**src/rtl/ob_clamp_pkg.sv**
```systemverilog
package ob_clamp_pkg;

    typedef enum logic [1:0] {
        WIN_IDLE    = 2'd0,
        WIN_COLLECT = 2'd1,
        WIN_CLOSED  = 2'd2
    } win_phase_e;

endpackage

```
**src/rtl/ob_sample_accum.sv**
```systemverilog
module ob_sample_accum
    import ob_clamp_pkg::*;
#(
    parameter int PIX_W    = 10,
    parameter int CNT_LOG2 = 4
) (
    input  logic             clk,
    input  logic             rst_n,
    input  logic             px_valid,
    input  logic             px_sol,
    input  logic             px_ob,
    input  logic [PIX_W-1:0] px_data,
    output logic             close_evt,
    output logic             win_full,
    output logic [PIX_W-1:0] win_mean
);

    localparam int NSAMP = 1 << CNT_LOG2;
    localparam int CNT_W = CNT_LOG2 + 1;
    localparam int ACC_W = PIX_W + CNT_LOG2;

    typedef struct packed {
        win_phase_e       phase;
        logic [CNT_W-1:0] cnt;
        logic [ACC_W-1:0] acc;
    } acc_state_t;

    acc_state_t st_d, st_q;

    always_comb begin
        st_d = st_q;
        if (px_valid) begin
            if (px_sol) begin
                st_d.phase = WIN_IDLE;
                st_d.cnt   = '0;
                st_d.acc   = '0;
            end
            if (px_ob) begin
                if (st_d.phase != WIN_CLOSED) begin
                    st_d.phase = WIN_COLLECT;
                    if (st_d.cnt < CNT_W'(NSAMP)) begin
                        st_d.acc = st_d.acc + ACC_W'(px_data);
                        st_d.cnt = st_d.cnt + 1'b1;
                    end
                end
            end else if (st_d.phase == WIN_COLLECT) begin
                st_d.phase = WIN_CLOSED;
            end
        end
    end

    always_ff @(posedge clk or negedge rst_n) begin
        if (!rst_n) begin
            st_q <= '{phase: WIN_IDLE, cnt: '0, acc: '0};
        end else begin
            st_q <= st_d;
        end
    end

    assign close_evt = px_valid && !px_ob && !px_sol && (st_q.phase == WIN_COLLECT);
    assign win_full  = (st_q.cnt == CNT_W'(NSAMP));
    assign win_mean  = st_q.acc[ACC_W-1:CNT_LOG2];

endmodule

```
**src/rtl/ob_level_filter.sv**
```systemverilog
module ob_level_filter #(
    parameter int PIX_W   = 10,
    parameter int GUARD_W = 4,
    parameter int SHIFT_W = 3
) (
    input  logic               clk,
    input  logic               rst_n,
    input  logic               upd_evt,
    input  logic               upd_full,
    input  logic [PIX_W-1:0]   upd_mean,
    input  logic [SHIFT_W-1:0] cfg_shift,
    output logic [PIX_W-1:0]   level
);

    localparam int S_W = PIX_W + GUARD_W;

    typedef struct packed {
        logic           primed;
        logic [S_W-1:0] acc;
    } lvl_state_t;

    lvl_state_t     st_d, st_q;
    logic [S_W-1:0] mean_fx;
    logic [S_W-1:0] decay;
    logic [S_W-1:0] inject;
    logic [S_W-1:0] blended;

    always_comb begin
        mean_fx = S_W'(upd_mean) << GUARD_W;
        decay   = st_q.acc >> cfg_shift;
        inject  = mean_fx >> cfg_shift;
        blended = (st_q.acc - decay) + inject;
        st_d    = st_q;
        if (upd_evt && upd_full) begin
            st_d.primed = 1'b1;
            st_d.acc    = st_q.primed ? blended : mean_fx;
        end
    end

    always_ff @(posedge clk or negedge rst_n) begin
        if (!rst_n) begin
            st_q <= '0;
        end else begin
            st_q <= st_d;
        end
    end

    assign level = st_q.acc[S_W-1:GUARD_W];

endmodule

```
**src/rtl/ob_clamp_pipe.sv**
```systemverilog
module ob_clamp_pipe #(
    parameter int PIX_W = 10
) (
    input  logic             clk,
    input  logic             rst_n,
    input  logic             in_valid,
    input  logic             in_sol,
    input  logic [PIX_W-1:0] in_pix,
    input  logic [PIX_W-1:0] black,
    output logic             out_valid,
    output logic             out_sol,
    output logic [PIX_W-1:0] out_pix
);

    typedef struct packed {
        logic             v;
        logic             sol;
        logic [PIX_W-1:0] pix;
    } stage_t;

    stage_t         s1_d, s1_q, s2_d, s2_q;
    logic [PIX_W:0] diff;

    always_comb begin
        s1_d.v   = in_valid;
        s1_d.sol = in_valid && in_sol;
        s1_d.pix = in_valid ? in_pix : s1_q.pix;

        diff     = {1'b0, s1_q.pix} - {1'b0, black};
        s2_d.v   = s1_q.v;
        s2_d.sol = s1_q.sol;
        s2_d.pix = s2_q.pix;
        if (s1_q.v) begin
            s2_d.pix = diff[PIX_W] ? '0 : diff[PIX_W-1:0];
        end
    end

    always_ff @(posedge clk or negedge rst_n) begin
        if (!rst_n) begin
            s1_q <= '0;
            s2_q <= '0;
        end else begin
            s1_q <= s1_d;
            s2_q <= s2_d;
        end
    end

    assign out_valid = s2_q.v;
    assign out_sol   = s2_q.sol;
    assign out_pix   = s2_q.pix;

endmodule

```
**src/rtl/ob_black_clamp.sv**
```systemverilog
module ob_black_clamp #(
    parameter int PIX_W    = 10,
    parameter int CNT_LOG2 = 4,
    parameter int GUARD_W  = 4,
    parameter int SHIFT_W  = 3
) (
    input  logic               clk,
    input  logic               rst_n,
    input  logic               in_valid,
    input  logic               in_sol,
    input  logic               in_ob,
    input  logic [PIX_W-1:0]   in_pix,
    input  logic [SHIFT_W-1:0] cfg_shift,
    output logic               out_valid,
    output logic               out_sol,
    output logic [PIX_W-1:0]   out_pix,
    output logic [PIX_W-1:0]   black_level
);

    logic             close_evt;
    logic             win_full;
    logic [PIX_W-1:0] win_mean;

    ob_sample_accum #(
        .PIX_W   (PIX_W),
        .CNT_LOG2(CNT_LOG2)
    ) u_accum (
        .clk      (clk),
        .rst_n    (rst_n),
        .px_valid (in_valid),
        .px_sol   (in_sol),
        .px_ob    (in_ob),
        .px_data  (in_pix),
        .close_evt(close_evt),
        .win_full (win_full),
        .win_mean (win_mean)
    );

    ob_level_filter #(
        .PIX_W  (PIX_W),
        .GUARD_W(GUARD_W),
        .SHIFT_W(SHIFT_W)
    ) u_filter (
        .clk      (clk),
        .rst_n    (rst_n),
        .upd_evt  (close_evt),
        .upd_full (win_full),
        .upd_mean (win_mean),
        .cfg_shift(cfg_shift),
        .level    (black_level)
    );

    ob_clamp_pipe #(
        .PIX_W(PIX_W)
    ) u_pipe (
        .clk      (clk),
        .rst_n    (rst_n),
        .in_valid (in_valid),
        .in_sol   (in_sol),
        .in_pix   (in_pix),
        .black    (black_level),
        .out_valid(out_valid),
        .out_sol  (out_sol),
        .out_pix  (out_pix)
    );

endmodule

```
**config.mk**
```make
export PLATFORM = sky130hd
export DESIGN_NAME = ob_black_clamp
export DESIGN_NICKNAME = d
export VERILOG_FILES = /design/src/rtl/ob_clamp_pkg.sv /design/src/rtl/ob_sample_accum.sv /design/src/rtl/ob_level_filter.sv /design/src/rtl/ob_clamp_pipe.sv /design/src/rtl/ob_black_clamp.sv
export SDC_FILE = /design/constraint.sdc
export NUM_CORES = 1
export LEC_CHECK = 0
export ABC_AREA = 0
export BUFFER_PORTS_ARGS = -buffer_cell sky130_fd_sc_hd__buf_2
export CAP_MARGIN = 15
export CORE_ASPECT_RATIO = 1.25
export CORE_MARGIN = 2
export CORE_UTILIZATION = 62
export DETAILED_ROUTE_END_ITERATION = 10
export PLACE_DENSITY = 0.81
export SKIP_CTS_REPAIR_TIMING = 1
export SYNTH_ARGS = -nofsm -noshare
export SYNTH_HDL_FRONTEND = slang
export SYNTH_SLANG_ARGS = --single-unit
```
**constraint.sdc**
```tcl
create_clock -name clk -period 4.3 [get_ports clk]
set_input_delay 1.29 -clock clk [delete_from_list [all_inputs] [get_ports clk]]
set_output_delay 1.29 -clock clk [all_outputs]
set_load 0.02 [all_outputs]
```
After elaboration in Yosys (flattened, before gate mapping)
Cells that the tools add are included.
{"block": "word_totals", "reg_bits": 60, "out_inout_bits": 22, "elab_cells": 39}
{"block": "classes", "addsub": 5, "order_cmp": 1, "eq_ne": 4, "shift": 2, "n_mux": 9, "n_reduce_logical": 7}
{"op": "$mux W21", "n": 3}
{"op": "$mux W19", "n": 2}
{"op": "$shr A14 B3 Y14", "n": 2}
{"op": "$add A14 B10 Y14", "n": 1}
{"op": "$add A14 B14 Y14", "n": 1}
{"op": "$mux W14", "n": 1}
{"op": "$sub A14 B14 Y14", "n": 1}
{"op": "$sub A10 B10 Y11", "n": 1}
{"op": "$mux W10", "n": 1}
{"op": "$add A5 B1 Y5 const B", "n": 1}
{"op": "$eq A5 B5 Y1 const B", "n": 1}
{"op": "$logic_and A1 B1 Y1", "n": 5}
{"op": "$lt A5 B5 Y1 const B", "n": 1}
{"op": "$eq A2 B1 Y1 const B", "n": 2}
{"op": "$mux W2", "n": 2}
{"op": "$logic_not A1 Y1", "n": 2}
{"op": "$ne A2 B2 Y1 const B", "n": 1}

Longest topological paths before layout
Gate-level depths: netlist of run 1.
{"block": "depth", "ltp_word": 6, "depth_mapped": 17}

Cells and area by module
A second synthesis of run 1 with hierarchy kept.
{"block": "unflattened", "hier_cells": 643, "hier_area_um2": 5425.2}
{"module": "ob_level_filter", "instances": 1, "cells_per_inst": 329, "area_each_um2": 2426.1, "seq_area_each_um2": 375.4}
{"module": "ob_sample_accum", "instances": 1, "cells_per_inst": 188, "area_each_um2": 1637.8, "seq_area_each_um2": 525.5}
{"module": "ob_clamp_pipe", "instances": 1, "cells_per_inst": 126, "area_each_um2": 1361.3, "seq_area_each_um2": 600.6}

Worst setup path before layout of run 1
No wires, ideal clock.
{"block": "synth_path", "kind": "input -> register", "startpoint": "input cfg_shift[0]", "endpoint": "register u_filter.st_q (netlist bit u_filter.level[7])", "setup_time_ns": 0.076, "t_arrival_ns": 4.388, "slack_ns": -0.164, "cell_stages": 14, "path_buffers": 3, "path_cell_list": "buf_2 > buf_2 > mux4_2 > a21oi_1 > fa_1 > inv_1 > ha_1 > buf_2 > and3_1 > and3_1 > a32oi_1 > o211a_1 > mux2_1 > o21ai_1"}
{"block": "synth_between", "elab_chain_len": 4, "word_cells_on_any_way": 5, "cone_classes": "2 x add/sub; 2 x shift; 1 x mux"}
{"element": "start, declared", "line": "ob_black_clamp.sv:13", "source": "input logic [SHIFT_W-1:0] cfg_shift,"}
{"element": "$shr A14 B3 Y14", "line": "ob_level_filter.sv:30", "source": "decay = st_q.acc >> cfg_shift;"}
{"element": "$sub A14 B14 Y14", "line": "ob_level_filter.sv:32", "source": "blended = (st_q.acc - decay) + inject;"}
{"element": "$add A14 B14 Y14 (*)", "line": "ob_level_filter.sv:32"}
{"element": "$mux W14 (*)", "line": "ob_level_filter.sv:36", "source": "st_d.acc = st_q.primed ? blended : mean_fx;"}
{"element": "end signal, assigned", "line": "ob_level_filter.sv:44", "source": "st_q <= st_d;"}
{"element": "end, declared", "line": "ob_level_filter.sv:22", "source": "lvl_state_t st_d, st_q;"}
Mark *: on every way between the ends. The rest lies on a longest branch, timed or not.
A chain may end at the register's enable or synchronous reset.

Worst setup path in the final report of run 1
Same ends and word-level chain as after synthesis.

==> reports/metrics.yaml, run 1 <==
cts_tree: "built"
yosys_warnings: 0
fin_crit_ns: 4.15
rows: 37
fin_crit_sh_pct: 96.6
grt_usage_pct: 31.5
maxSlewViolCount: 0
die_y_um: 106
reg2reg_depth: 15
endpoint_kind: "flop"
dp_hpwl_um: 10500
p_sw_mw: 0.744
synth_commonest_cells: "60 x dfrtp_1, 60 x inv_1, 55 x nand2_1, 42 x a21oi_1, 41 x o21ai_0"
max_freq_mhz: 241
hold_end: "u_pipe.out_sol"
htree_levels: 3
holdPathStages: 0
timing.rr.end: "u_filter.level[7]"
viasPerCell: 6.11
finalSetupViolations: 0
core-area_sq_um: 8190
cellLeakagePower_nw: 2.85
die_w_um: 85.9
drive_gt1_share_pct: 20.6
hp-class: "reg2reg"
holdCritStartpoint: "u_pipe.s1_q[10]"
synthArstFlopShare_pct: 100
required_ns: 4.58
p_int_mw: 1.26
synth-edff-count: 0
reg2reg_slack_ns: 0.83
gp_congestion: 0.959
area_growth_pct: 14.4
syn_nets: 660
start_util_pct: 63.4
routed_wl_um: 13800
clock_sinks: 60
synthCells: 592
p_sw_share_pct: 37.1
root_buffer: "clkbuf_8"
final_nets: 727
status: "finished clean"
holdWs_ns: 0.349
vias: 4646
die_area_sq_um: 9130
power_mw: 2.00
yosys_most_used_dff: "dfrtp_1"
diodes: 0
post-synth-top-area-cell: "dfrtp_1"
synth_seq_cells: 60
synth_top_area_share_pct: 28.9
grt_pass1_wl_um: 22300
io-pin-count: 40
grt_max_degree: 39
maxSlewHeadroom_pct: 38.3
antenna_found_initial: 0
first_global_vias: 4619
seq_area_frac_synth_pct: 28.9
gr-total-overflow: 0
final_core_util_pct: 72.5
cap_viol_max_count: 0
hold_viol: 0
syn_avg_cell_area_sq_um: 8.78
post-route-drc-count: 0
skew_ns: 0.0119
initialDrtViolationCount: 343
drt-wirelength-per-cell_um: 18.1
synth_area_sq_um: 5200
timing.rr.start: "u_filter.level[6]"
cp.arrival_ns: 4.43
p_seq_share_pct: 34.1
powerDensity_nw_per_um2: 337
cts_max_path_buffers: 2
dr.pass1.iters: 7
port_buffers: 39
p_clk_share_pct: 23.7
worst_pin_slew_ns: 0.925
critical_path_class: "in2reg"
irDropWorstVdd_uv: 321
clk_pin_slew_ns: 0.07
cts_buffers: 9
ant_nets: 0
clock_latency_ns: 0.35
pwr-share-comb_pct: 42.2
path_max_fanout: 11
start_kind: "primary input"
final.setup.worst_slack_ns: 0.148
ys_types: 64
synth_area_leaders: "dfrtp_1 29%, ha_1 8.4%, fa_1 5.8%"
dp_slack_ns: -0.381
==> layout make-up <==
| class | count | area, sq um |
|---|---|---|
| multi-input combinational | 437 | 3310 |
| fill | 620 | 2250 |
| sequential | 60 | 1500 |
| timing repair buffer | 90 | 596 |
| inverter | 61 | 229 |
| clock buffer | 13 | 159 |
| tap | 97 | 121 |
| clock inverter | 3 | 21.3 |
==> flip-flops by register name, summed over array words and instances (netlist names) <==
register	flops
u_accum.win_mean	10
u_filter.level	10
u_pipe.s1_q	12
u_pipe.out_sol	1
u_accum.st_q	11
u_pipe.out_pix	10
u_pipe.out_valid	1
u_filter.st_q	5
==> stage by stage <==
stage,setup TNS (ns),std cells,cell area (sq um)
after floorplan,0,592,5220
after global placement,-1.13,744,5730
after detailed placement,-1.83,744,5730
after CTS,-0.00979,760,5910
after global routing,-0.00679,761,5940
final,0,761,5940
==> worst max-delay path by stage <==
stage	startpoint	to	slack (ns)	cells after the start
after detailed placement	cfg_shift[0]	u_filter.level[7]	-0.38	12
final	cfg_shift[0]	u_filter.level[7]	0.15	14
after global routing	cfg_shift[0]	u_filter.level[7]	-0.007	14
after global placement	cfg_shift[0]	u_filter.level[7]	-0.20	13
after floorplan	cfg_shift[0]	u_filter.level[7]	0.03	14
after CTS	cfg_shift[0]	u_filter.level[7]	-0.01	12
==> cell families after synthesis <==
logic type                 Yosys count  synth area share (%)
and+or+nand+nor                    152                  14.4
AOI/OAI and AO/OA                  170                  20.9
adders and majority gates           50                  14.2
muxes                               41                  9.73
xor gates and xnor gates            24                  4.05
buffers and inverters               95                  7.78
DFF                                 60                  28.9
==> cell usage in the layout (no fill, tap or decap), drive strengths merged, types with 7 or more instances in the layout <==
cell type	synthesis	routed
dfrtp	60	60
xor2	12	12
nand3	19	19
xnor2	12	12
fa	15	15
nand2	55	55
ha	35	35
mux2	13	13
inv	61	61
a21o	13	13
nor2	25	25
and3	8	8
a21oi	43	43
mux2i	22	22
clkbuf	11	14
a31oi	7	7
o21ai	56	56
nor2b	16	16
buf	23	89
nor3b	7	7
==> worst max-delay path, cell delays in order <==
cell	delay, ns
clkbuf_4	0.23
buf_4	0.17
mux2_2	0.32
and3_1	0.17
a21oi_1	0.19
fa_1	0.44
inv_1	0.06
ha_1	0.25
o21ai_0	0.23
o21bai_2	0.11
a32oi_2	0.24
o211a_1	0.21
mux2_1	0.33
o21ai_1	0.16
==> power groups by stage <==
stage	Combinational (mW)	Clock (mW)	Sequential, mW
floorplan	0.535	0	0.693
global placement	0.794	0	0.688
detailed placement	0.816	0	0.691
CTS	0.822	0.480	0.681
global route	0.935	0.508	0.689
finish	0.844	0.475	0.684
==> per-layer routing <==
| metal | share of wire (%) | up-vias | track usage [%] |
|---|---|---|---|
| met1 | 41 | 2245 | 38.2 |
| met2 | 51 | 136 | 53.8 |
| met4 | 3.4 | 0 | 15.1 |
| met3 | 4.5 | 35 | 5.12 |
| li1 | - | 2230 | - |
| met5 | 0 | - | 0 |
Note: power is estimated with default switching activity, not from simulation.
==> run 2, diff against run 1 <==
==> constraint.sdc (replaced) <==
create_clock -name clk -period 4.3 [get_ports clk]
set_input_delay 0.215 -clock clk [delete_from_list [all_inputs] [get_ports clk]]
set_output_delay 0.215 -clock clk [all_outputs]
set_load 0.02 [all_outputs]
==> run 2 against run 1 <==
  * Final cell count decreased by 6.4%
  * Wire length decreased by 6.0%
  * Die area unchanged
  * Largest cell class unchanged
  * Sequential power about the same
  * Sequential share of layout area increased by 1.8 points
  * Count of clock-buffer cells in the layout decreased by 4
  * Critical path depth increased by 1
  * Global-route usage decreased by 1.1 points
  * Register-to-register slack got worse by 0.12 ns
  * Core utilization decreased by 4.8 points
==> reports/metrics.yaml, run 2 (same netlist as run 1, synthesis figures left out) <==
maxSlewHeadroom_pct: 42.5  # +4.2 points
dp_hpwl_um: 9750  # -7.3%
root_buffer: "clkbuf_8"
cts_max_path_buffers: 2  # unchanged
cts_tree: "built"
gr-total-overflow: 0  # unchanged
clk_pin_slew_ns: 0.08  # about the same
reg2reg_slack_ns: 0.71  # -0.12 ns
startpoint: "u_filter.level[6]"
finalSetupTns_ns: 0  # unchanged
rows: 37  # unchanged
timing.rr.end: "u_filter.level[7]"
status: "finished clean"
path_max_fanout: 5  # -6
endpoint_kind: "flop"
powerDensity_nw_per_um2: 349  # +3.4%
grt_max_degree: 61  # +56%
viasPerCell: 6.33  # +3.7%
worst_pin_slew_ns: 0.859  # -0.0660 ns
vias: 4509  # -2.9%
first_global_vias: 4412  # -4.5%
slowest_stage: "fa_1"
die_area_sq_um: 9130  # unchanged
routed_wl_um: 12900  # -6.0%
largest_reg_flops: 12  # unchanged
area_growth_pct: 6.84
start_util_pct: 63.4  # unchanged
hp-class: "in2async"
fin_crit_ns: 3.59  # -0.558 ns
drt-wirelength-per-cell_um: 18.2  # +0.50%
largest_register: "u_pipe.s1_q"
ant_nets: 0  # unchanged
max_freq_mhz: 278  # +16%
io-pin-count: 40  # unchanged
initialDrtViolationCount: 364  # +6.1%
required_ns: 4.58  # about the same
cellLeakagePower_nw: 2.61  # -8.6%
start_kind: "flop"
clock_sinks: 60  # unchanged
grt_usage_pct: 30.4  # -1.1 points
final_core_util_pct: 67.8  # -4.8 points
drive_gt1_share_pct: 13.7  # -7.0 points
dr.pass1.iters: 7  # unchanged
top_regs: "u_pipe.s1_q: 12 flops, u_accum.st_q: 11 flops"
cp.arrival_ns: 3.88  # -0.55 ns
cts_buffers: 9  # unchanged
rsz0062_at_grt: "no"
core-area_sq_um: 8190  # unchanged
gp_congestion: 0.958  # -0.15%
path_cells: "inv_1 -> o21ai_0 -> nor2_1 -> a21oi_1 -> nand2_1 -> o21ai_0 -> fa_1 -> inv_1 -> ha_1 -> and3_1 -> and3_1 -> a32oi_1 -> o211a_1 -> mux2_1 -> o21ai_1"
finalSetupViolations: 0  # unchanged
mostFrequentLayoutCells: "60 x inv_1, 60 x dfrtp_1, 55 x nand2_1"
skew_ns: 0.00876  # -0.00311 ns
die_w_um: 85.9  # unchanged
reg2reg_depth: 15  # unchanged
timing.rr.start: "u_filter.level[6]"
post-route-drc-count: 0  # unchanged
grt_pass1_wl_um: 21600  # -3.0%
diodes: 0  # unchanged
max_stage_delay_ns: 0.46  # +0.02 ns
irDropWorstVdd_uv: 219  # -32%
port_buffers: 39  # unchanged
die_y_um: 106  # unchanged
final_nets: 678  # -6.7%
hold_viol: 0  # unchanged
maxSlewViolCount: 0  # unchanged
cap_viol_max_count: 0  # unchanged
htree_levels: 3  # unchanged
clock_latency_ns: 0.36  # about the same
fin_crit_sh_pct: 83.6  # -13 points
critical_path_class: "reg2reg"
antenna_found_initial: 0  # unchanged
-- run 2: where the power goes --
group | switching, mW | internal [mW]
sequential | 0.0592 | 0.622
combinational | 0.423 | 0.304
clock | 0.258 | 0.269
total | 0.741 | 1.19
-- run 2: final cells by class --
type,count,area [sq um]
Timing Repair Buffer,41,210
Multi-Input combinational cell,437,3290
Fill cell,675,2640
Clock inverter,7,75.1
Tap cell,97,121
Clock buffer,9,124
Inverter,61,229
Sequential cell,60,1500
-- run 2: how the worst max path moves through the flow --
stage | slack (ns) | end
2_1_floorplan | 0.91 | u_filter.level[7]
3_3_place_gp | 0.57 | u_filter.level[7]
3_5_place_dp | 0.47 | u_filter.level[7]
4_1_cts | 0.75 | u_filter.level[7]
5_1_grt | 0.42 | u_filter.level[7]
6_report | 0.71 | u_filter.level[7]
-- run 2: critical path, delay by kind of cell (launching register included) --
family                     cells  cell delay, ns
buffers and inverters          2            0.25
DFF                            1            0.45
AOI/OAI and AO/OA              6            1.19
muxes                          1            0.33
and+or+nand+nor                4            0.55
adders and majority gates      2            0.74
-- run 2: through the flow --
stage | power [mW] | instance area (sq um) | setup slack (ns) | hold slack [ns] | std cells
finish | 1.94 | 5550 | 0.706 | 0.000246 | 712
global route | 2.06 | 5550 | 0.425 | 0.0863 | 712
CTS | 1.94 | 5550 | 0.749 | 0.0458 | 712
detailed placement | 1.41 | 5350 | 0.467 | 0.339 | 696
global placement | 1.38 | 5350 | 0.569 | 0.335 | 696
floorplan | 1.22 | 5200 | 0.911 | -0.0806 | 592
-- run 2: layer usage --
layer	routed length, um	GRT usage [%]
met1	5340	38.5
met2	6380	50.7
met3	693	4.27
met4	530	14.4
met5	0	0
==> run 3, diff against run 2 <==
Settings changed: CORE_UTILIZATION 62 to 56, PLACE_DENSITY 0.81 to 0.77.
Clock period 4.3 ns to 2.89 ns, I/O delays scaled along.
==> run 3 against run 2 <==
  * The run now ends with setup timing left
  * Sequential power up 47%
  * Critical path type unchanged
  * Hold slack better by 0.065 ns
  * First-iteration DRC count fell by 3.6%
==> reports/metrics.yaml, run 3 (same netlist as run 1, synthesis figures left out) <==
largest_reg_flops: 12  # unchanged
clk_pin_slew_ns: 0.06  # -0.02 ns
port_buffers: 39  # unchanged
antenna_found_initial: 0  # unchanged
cp.arrival_ns: 3.50  # -0.38 ns
cts_tree: "built"
design_area_sq_um: 6730  # +21%
fin_crit_sh_pct: 114  # +30 points
mostFrequentLayoutCells: "95 x buf_4, 58 x dfrtp_1, 57 x inv_1"
worst_pin_slew_ns: 0.796  # -0.0637 ns
io-pin-count: 40  # unchanged
max_freq_mhz: 304  # +9.3%
grt_pass1_wl_um: 24000  # +11%
cap_viol_max_count: 0  # unchanged
power_mw: 3.57  # +85%
die_w_um: 90.2  # +5.0%
fin_crit_ns: 3.29  # -0.306 ns
final_cells: 836  # +17%
cts_max_path_buffers: 2  # unchanged
dr.pass1.iters: 6  # -1
drt-wirelength-per-cell_um: 18.2  # -0.11%
holdWs_ns: 0.0655  # +0.0653 ns
grt_usage_pct: 30.0  # -0.43 points
holdPathStages: 2
timing.rr.start: "u_filter.level[3]"
rsz0062_at_grt: "yes"
first_global_vias: 5050  # +14%
critical_path_class: "reg2reg"
cts_buffers: 9  # unchanged
largest_register: "u_pipe.s1_q"
fillCellCount: 652  # -3.4%
htree_levels: 3  # unchanged
final.setup.worst_slack_ns: -0.398  # -1.10 ns
die_area_sq_um: 10100  # +10%
endpoint_kind: "flop"
skew_ns: 0.00923  # +0.000473 ns
rows: 39  # +5.4%
powerDensity_nw_per_um2: 531  # +52%
required_ns: 3.10  # -1.48 ns
die_y_um: 112  # +5.0%
violations: "setup timing"
routed_wl_um: 15200  # +17%
gp_congestion: 0.959  # about the same
reg2reg_slack_ns: -0.40  # -1.10 ns
gr-total-overflow: 0  # unchanged
viasPerCell: 5.96  # -5.9%
start_util_pct: 57.3  # -6.2 points
diodes: 0  # unchanged
initialDrtViolationCount: 351  # -3.6%
maxSlewHeadroom_pct: 46.7  # +4.2 points
holdCritStartpoint: "in_pix[2]"
dpl-instance-area_sq_um: 6130  # +14%
core-area_sq_um: 9080  # +11%
cellLeakagePower_nw: 3.17  # +22%
start_kind: "flop"
post-route-drc-count: 0  # unchanged
reg2reg_depth: 15  # unchanged
dp_hpwl_um: 11200  # +15%
area_growth_pct: 29.6
top_regs: "u_pipe.s1_q: 12 flops, u_accum.st_q: 11 flops"
root_buffer: "clkbuf_16"
ant_nets: 0  # unchanged
maxSlewViolCount: 0  # unchanged
hold_viol: 0  # unchanged
dp_slack_ns: -0.579  # -1.05 ns
clock_latency_ns: 0.34  # -0.02 ns
dp.cells: 811  # +17%
irDropWorstVdd_uv: 400  # +82%
clock_sinks: 60  # unchanged
grt_max_degree: 37  # -39%
path_max_fanout: 4  # -1
drive_gt1_share_pct: 32.8  # +19 points
final_common_cell: "buf_4"
status: "complete, but fails checks"
final_nets: 777  # +15%
timing.rr.end: "u_filter.level[9]"
finalSetupViolations: 10  # +10
hp-class: "in2reg"
hold_end: "u_pipe.s1_q[2]"
vias: 4982  # +10%
-- run 3: cell types whose count changed in the layout (fill, tap and decap cells not counted), moves of 4 or more --
cell | previous run | this run
ha_1 | 35 | 30
clkbuf_16 | 0 | 9
mux2i_2 | 0 | 7
a21oi_2 | 1 | 9
clkbuf_8 | 9 | 2
o21ai_2 | 0 | 7
ha_4 | 0 | 4
o21ai_1 | 15 | 19
mux2i_1 | 22 | 13
a21oi_1 | 42 | 33
o21ai_0 | 41 | 30
buf_4 | 2 | 95
-- run 3: metrics by stage --
stage,setup TNS (ns),util (%)
after global routing,-3.84,74.2
final,-2.60,74.2
after CTS,-2.81,70.6
after floorplan,-0.199,-
after global placement,-2.92,67.5
after detailed placement,-3.54,67.5
-- run 3: worst max-delay path by stage --
stage	start	endpoint	slack, ns	depth (start not counted)
after floorplan	cfg_shift[0]	u_filter.level[7]	-0.13	14
after global placement	cfg_shift[1]	u_filter.level[6]	-0.50	15
after detailed placement	cfg_shift[1]	u_filter.level[7]	-0.58	13
after CTS	u_accum.win_mean[4]	u_filter.level[7]	-0.52	11
after global routing	u_filter.level[2]	u_filter.level[9]	-0.48	16
final	u_filter.level[3]	u_filter.level[9]	-0.40	15
-- run 3: area by class of cell --
type | instances | area, sq um | area share (%)
clock buffers | 11 | 253 | 3.75
clock inverters | 4 | 25.0 | 0.372
inverters | 61 | 229 | 3.40
multi-input cells | 437 | 3570 | 53.0
flip-flops and latches | 60 | 1500 | 22.3
well taps | 123 | 154 | 2.29
repair buffers | 140 | 1000 | 14.9
-- run 3: worst max-delay path, cell delays in order (launching register included) --
cell and delay, ns:
dfrtp_1 0.41, inv_1 0.08, o21ai_0 0.28, mux2i_1 0.19
o21ai_1 0.23, fa_1 0.44, inv_1 0.07, ha_1 0.26
and3_4 0.22, and3_4 0.18, a32oi_4 0.18, buf_4 0.15
buf_6 0.08, o22ai_1 0.09, xnor2_1 0.21, o21ai_1 0.09
-- run 3: routing by layer --
metal	part of all wire, %	global-route usage (%)	wire length, um	vias up
li1	-	-	-	2324
met1	39	35.9	5970	2409
met2	52	52.6	7890	194
met3	5.3	5.07	802	55
met4	3.4	13.9	509	0
met5	0	0	0	-
-- run 3: power breakdown --
part / leakage [nW] / internal (mW) / switching [mW] / total [mW]
logic: 2.30 / 0.750 / 0.791 / 1.54
registers: 0.740 / 0.928 / 0.0753 / 1.00
clock network: 0.133 / 0.619 / 0.411 / 1.03
total: 3.17 / 2.30 / 1.28 / 3.57
